$ cat src/rtl/chan_guard_pkg.sv
package chan_guard_pkg;

    typedef enum logic [1:0] {
        RUN_EXEC  = 2'b00,
        RUN_PAUSE = 2'b01,
        RUN_RESET = 2'b10
    } run_e;

    typedef enum logic [1:0] {
        MODE_PASS  = 2'b00,
        MODE_CONST = 2'b01,
        MODE_KEEP  = 2'b10
    } mode_e;

    // Host run code to effective state; anything not execute or pause is reset.
    function automatic run_e decode_run(input logic [1:0] code);
        run_e r;
        unique case (code)
            2'b00:   r = RUN_EXEC;
            2'b01:   r = RUN_PAUSE;
            default: r = RUN_RESET;
        endcase
        return r;
    endfunction

    // Policy code to behaviour; the unused code falls back to pass-through.
    function automatic mode_e decode_mode(input logic [1:0] code);
        mode_e m;
        unique case (code)
            2'b01:   m = MODE_CONST;
            2'b10:   m = MODE_KEEP;
            default: m = MODE_PASS;
        endcase
        return m;
    endfunction

endpackage

$ cat src/rtl/run_phase_fsm.sv
module run_phase_fsm
    import chan_guard_pkg::*;
(
    input  logic       clk,
    input  logic       rst,
    input  logic [1:0] run_code,
    output run_e       phase,
    output logic       entry
);

    run_e prev_q;

    // State register: the effective state seen on the previous clock.
    always_ff @(posedge clk) begin
        if (rst) prev_q <= RUN_RESET;
        else     prev_q <= phase;
    end

    // Outputs: the present state and the entry strobe.
    always_comb begin
        phase = decode_run(run_code);
        unique case (prev_q)
            RUN_EXEC:  entry = (phase != RUN_EXEC);
            RUN_PAUSE: entry = (phase != RUN_PAUSE);
            RUN_RESET: entry = (phase != RUN_RESET);
            default:   entry = 1'b1;
        endcase
    end

    // after the block reset the recorded state is RESET.
    assert_reset_state_R10: assert property (@(posedge clk)
        rst |=> (entry == (decode_run(run_code) != RUN_RESET)));

    // codes 10 and 11 are the same state, so moving between them is no entry.
    assert_code_alias_R2: assert property (@(posedge clk) disable iff (rst)
        (run_code[1] && $past(run_code[1]) && !$past(rst)) |-> !entry);

endmodule

$ cat src/rtl/chan_lane.sv
module chan_lane
    import chan_guard_pkg::*;
#(
    parameter int W = 16
) (
    input  logic                clk,
    input  logic                rst,
    input  run_e                phase,
    input  logic                entry,
    input  logic [1:0]          pause_sel,
    input  logic [1:0]          reset_sel,
    input  logic signed [W-1:0] assigned,
    input  logic signed [W-1:0] user,
    output logic signed [W-1:0] dout
);

    mode_e               act;
    logic signed [W-1:0] out_q;
    logic signed [W-1:0] hold_q;
    logic signed [W-1:0] out_d;
    logic signed [W-1:0] hold_d;

    // Active policy for the present state.
    always_comb begin
        unique case (phase)
            RUN_PAUSE: act = decode_mode(pause_sel);
            RUN_RESET: act = decode_mode(reset_sel);
            default:   act = MODE_PASS;
        endcase
    end

    // Next output and next hold value.
    always_comb begin
        hold_d = entry ? out_q : hold_q;
        unique case (act)
            MODE_CONST: out_d = assigned;
            MODE_KEEP:  out_d = entry ? out_q : hold_q;
            default:    out_d = user;
        endcase
    end

    always_ff @(posedge clk) begin
        if (rst) begin
            out_q  <= '0;
            hold_q <= '0;
        end else begin
            out_q  <= out_d;
            hold_q <= hold_d;
        end
    end

    assign dout = out_q;

    assert_exec_pass_R1: assert property (@(posedge clk) disable iff (rst)
        (phase == RUN_EXEC) |=> (dout == $past(user)));

    assert_const_drive_R4: assert property (@(posedge clk) disable iff (rst)
        (phase != RUN_EXEC && act == MODE_CONST) |=> (dout == $past(assigned)));

    assert_policy_pass_R5: assert property (@(posedge clk) disable iff (rst)
        (phase != RUN_EXEC && act == MODE_PASS) |=> (dout == $past(user)));

    assert_keep_entry_R6: assert property (@(posedge clk) disable iff (rst)
        (act == MODE_KEEP && entry) |=> $stable(dout));

    assert_keep_hold_R6: assert property (@(posedge clk) disable iff (rst)
        (act == MODE_KEEP && !entry) |=> (dout == $past(hold_q)));

endmodule

$ cat src/rtl/chan_output_guard.sv
module chan_output_guard
    import chan_guard_pkg::*;
#(
    parameter int N = 8,
    parameter int W = 16
) (
    input  logic             clk,
    input  logic             rst,
    input  logic [1:0]       run_code,
    input  logic [2*N-1:0]   pause_policy,
    input  logic [2*N-1:0]   reset_policy,
    input  logic [N*W-1:0]   assigned_val,
    input  logic [N*W-1:0]   user_val,
    output logic [N*W-1:0]   drive_val
);

    localparam int DBUS = N * W;

    run_e phase;
    logic entry;

    run_phase_fsm u_fsm (
        .clk      (clk),
        .rst      (rst),
        .run_code (run_code),
        .phase    (phase),
        .entry    (entry)
    );

    for (genvar c = 0; c < N; c++) begin : g_lane
        logic signed [W-1:0] lane_out;

        chan_lane #(.W(W)) u_lane (
            .clk       (clk),
            .rst       (rst),
            .phase     (phase),
            .entry     (entry),
            .pause_sel (pause_policy[2*c +: 2]),
            .reset_sel (reset_policy[2*c +: 2]),
            .assigned  (assigned_val[c*W +: W]),
            .user      (user_val[c*W +: W]),
            .dout      (lane_out)
        );

        assign drive_val[c*W +: W] = lane_out;
    end

    // the block reset clears every output.
    assert_reset_out_R10: assert property (@(posedge clk)
        rst |=> (drive_val == {DBUS{1'b0}}));

endmodule

$ cat config.mk
export PLATFORM = sky130hd
export DESIGN_NAME = chan_output_guard
export DESIGN_NICKNAME = d
export VERILOG_FILES = /design/src/rtl/chan_guard_pkg.sv /design/src/rtl/run_phase_fsm.sv /design/src/rtl/chan_lane.sv /design/src/rtl/chan_output_guard.sv
export SDC_FILE = /design/constraint.sdc
export NUM_CORES = 1
export LEC_CHECK = 0
export CAP_MARGIN = 15
export CORE_UTILIZATION = 53
export CTS_BUF_LIST = sky130_fd_sc_hd__clkbuf_8
export DETAILED_ROUTE_END_ITERATION = 10
export GPL_ROUTABILITY_DRIVEN = 0
export PLACE_DENSITY = 0.89
export RECOVER_POWER = 100
export SLEW_MARGIN = 20
export SYNTH_ARGS = -nofsm -noshare
export SYNTH_HDL_FRONTEND = slang
export SYNTH_SLANG_ARGS = --single-unit
$ cat constraint.sdc
create_clock -name clk -period 6.25 [get_ports clk]
set_input_delay 0.9375 -clock clk [delete_from_list [all_inputs] [get_ports clk]]
set_output_delay 0.9375 -clock clk [all_outputs]
set_load 0.1 [all_outputs]
==> run_results.csv <==
group,metric,value,unit
grt,grt_pass1_wl,73.1,mm
clock_tree,cts_resized,0,
cells_and_area,final_util,73.2,%
worst_setup_path,crit_path_end_kind,"flip-flop",
placed_design,numPortBuffers,419,
logic_synthesis,ys_async_sr_fraction,0,%
clock_tree,cts_max_level,2,
timing,drv_slew,89,
clock_tree,cts.sinks,258,
placed_design,dp_worst_setup_slack,1340,ps
timing,fmax,192,MHz
logic_synthesis,ys_seq_area_share,37.1,%
detailed_routing,drtPass1Iterations,5,
logic_synthesis,syn_inst,1828,
hold_path,hold_class,"flip-flop to flip-flop",
floorplan,fp.dieW,164,um
timing,fin_ws,1040,ps
timing,clock_skew,14.0,ps
clock_tree,tritoncts,"yes",
grt,grt_pass1_vias,14273,
floorplan,dieArea,0.0269,mm^2
grt,antenna_found_initial,8,
worst_setup_path,cp.required,6700,ps
floorplan,die_h,164,um
logic_synthesis,synth_top_cell_area_share,37.1,%
cells_and_area,area_growth_syn_to_layout,33.9,%
detailed_routing,postRouteAntennaNets,0,
clock_tree,clkLatencyLatePin,550,ps
timing,min_period_over_period,83.3,%
detailed_routing,routed_wl,47.5,mm
floorplan,core,0.0255,mm^2
floorplan,num_rows,58,
logic_synthesis,synth_area_per_cell,7.62,um^2
clock_tree,cts_buffers,44,
grt,track_usage,33.4,%
clock_tree,post-cts-setup-buffer-count,0,
cells_and_area,layout-drive-gt1-share,3.79,%
grt,grt_max_degree,169,
logic_synthesis,synth_edf_count,0,
timing,relSlewSlack,-85.4,%
logic_synthesis,ys_warn_count,0,
run_status,status,"finished with violations",
logic_synthesis,syn-cell-area,0.0139,mm^2
timing,hold_violations,0,
detailed_routing,wl_per_cell,19.2,um
cells_and_area,finalNetCount,2420,
logic_synthesis,synth_seq_cells,258,
worst_setup_path,worst-path-max-fanout,168,
clock_tree,cts_root_buf,"clkbuf_8",
floorplan,ios,420,
floorplan,start_util,54.7,%
power_and_ir_drop,p_leak,7.30,nW
worst_setup_path,cp_data_arrival_time,5650,ps
timing,setup_tns,0,ps
logic_synthesis,synth-main-ff-cell,"dfxtp_1",
logic_synthesis,synth_area_leaders,"dfxtp_1 37%, a21oi_1 9.2%, nand3_1 9.2%",
power_and_ir_drop,power.ir.vdd_worst,0.201,mV
worst_setup_path,critPathKind,"input port to flip-flop",
run_status,violations,"max-capacitance violations, max-slew violations",
timing,fin_crit,5210,ps
grt,gr-total-overflow,0,
hold_path,whs_path_depth,2,
logic_synthesis,ys_types,26,
logic_synthesis,syn_nets,2139,
cells_and_area,fillers,2002,
timing,setup_viol,0,
timing,grt_setup_unrepaired,"no",
placed_design,hpwlAfterDp,29.5,mm
logic_synthesis,synth_top_area_cell,"dfxtp_1",
power_and_ir_drop,power_density,273,mW/mm^2
clock_tree,cts_max_path_buffers,3,
detailed_routing,vias_per_cell,6.23,
detailed_routing,num_vias,15416,
worst_setup_path,crit_path_start_kind,"input port",
job,cap_violations,1,
clock_tree,cts_hold_buffers,0,
detailed_routing,dr.first_iter.drc_count,1738,
detailed_routing,route.detailed.drc,0,
timing,worst_pin_slew,2780,ps
worst_setup_path,reg2reg_depth,7,
power_and_ir_drop,power.total,0.00510,W
clock_tree,cts.clk_slew.worst_paths,60,ps
where the power goes:
part	leakage, nW	total [W]	switching (W)	internal [W]
logic	4.68	0.00172	0.00124	0.000487
clock network	0.487	0.00147	0.000688	0.000783
registers	2.13	0.00190	0.000104	0.00180
total	7.30	0.00510	0.00203	0.00307
kinds of logic (layout without fill, tap and decap cells):
group	Yosys count	in the layout	synth area share, %
simple gates	421	421	14.2
buf+inv	343	651	10.3
fa+ha+maj	19	19	1.71
compound gates	787	787	36.7
flops	258	258	37.1
other cells	0	8	0
routing by layer:
| layer | global-route usage [%] | vias up | share of wire (%) |
|---|---|---|---|
| li1 | - | 7247 | - |
| met1 | 40.4 | 7198 | 39 |
| met2 | 54.3 | 812 | 47 |
| met3 | 8.06 | 157 | 9.1 |
| met4 | 18.8 | 2 | 5.1 |
| met5 | 0 | - | 0.027 |
path summary, 6_finish.rpt:
kind / end / startpoint / slack, ps
min: g_lane[3].u_lane.hold_q[3]$_SDFF_PP0_ / g_lane[3].u_lane.hold_q[3]$_SDFF_PP0_ / 480
max reg2reg: g_lane[1].u_lane.hold_q[14]$_SDFF_PP0_ / u_fsm.prev_q[0]$_SDFF_PP0_ / 1820
min reg2reg: g_lane[3].u_lane.hold_q[3]$_SDFF_PP0_ / g_lane[3].u_lane.hold_q[3]$_SDFF_PP0_ / 480
max: g_lane[1].u_lane.hold_q[14]$_SDFF_PP0_ / run_code[1] / 1040
worst max-delay path, cell delays in order:
cell and delay [ps]:
dlygate4sd3_1 1160, or4b_4 310, o211a_1 2040, buf_12 530
o21ai_0 220, a21oi_1 210
final cells by class:
class                      instances  area [um^2]  area share, %
clock inverter                    18         71.3          0.382
clock buffer                      55          757           4.06
multi-input combinational       1227         7370           39.5
antenna                            8         20.0          0.107
inverter                         149          562           3.01
tap                              330          413           2.21
timing repair buffer             429         4290           23.0
sequential                       258         5160           27.7
synthesized netlist by cell type, drive strengths merged, types with 19 or more instances:
cell / number
ha: 19
buf: 54
dfxtp: 258
clkbuf: 140
nand3: 256
o2111ai: 128
o21ai: 136
a21o: 128
a21oi: 256
o211ai: 129
inv: 149
nand2: 138
through the flow:
stage	std cells	hold slack, ps	cell area, um^2
after detailed placement	2392	473	17800
after floorplan	1828	461	13900
final	2474	480	18700
after global placement	2392	468	17800
after global routing	2474	501	18700
after CTS	2465	481	18600
sequential cells by signal, summed over array words and instances (netlist names):
name                  count
g_lane.u_lane.dout      128
g_lane.u_lane.hold_q    128
u_fsm.prev_q              2
layout by cell type, fill, tap and decap left out, types with 3 or more instances in the layout:
master             n
o211ai_1         128
diode_2            8
nand2_1          137
o21ai_0          136
nand2b_1          15
o22a_1             7
ha_2               6
a21oi_1          256
ha_1              12
dlygate4sd3_1    129
buf_4              8
a21o_1           128
dfxtp_1          258
clkinv_2           3
clkdlybuf4s50_1  289
clkbuf_8          56
inv_1            163
nand3_1          256
nand3b_1           8
o2111ai_1        128
Note: power is estimated with default switching activity, not from simulation.
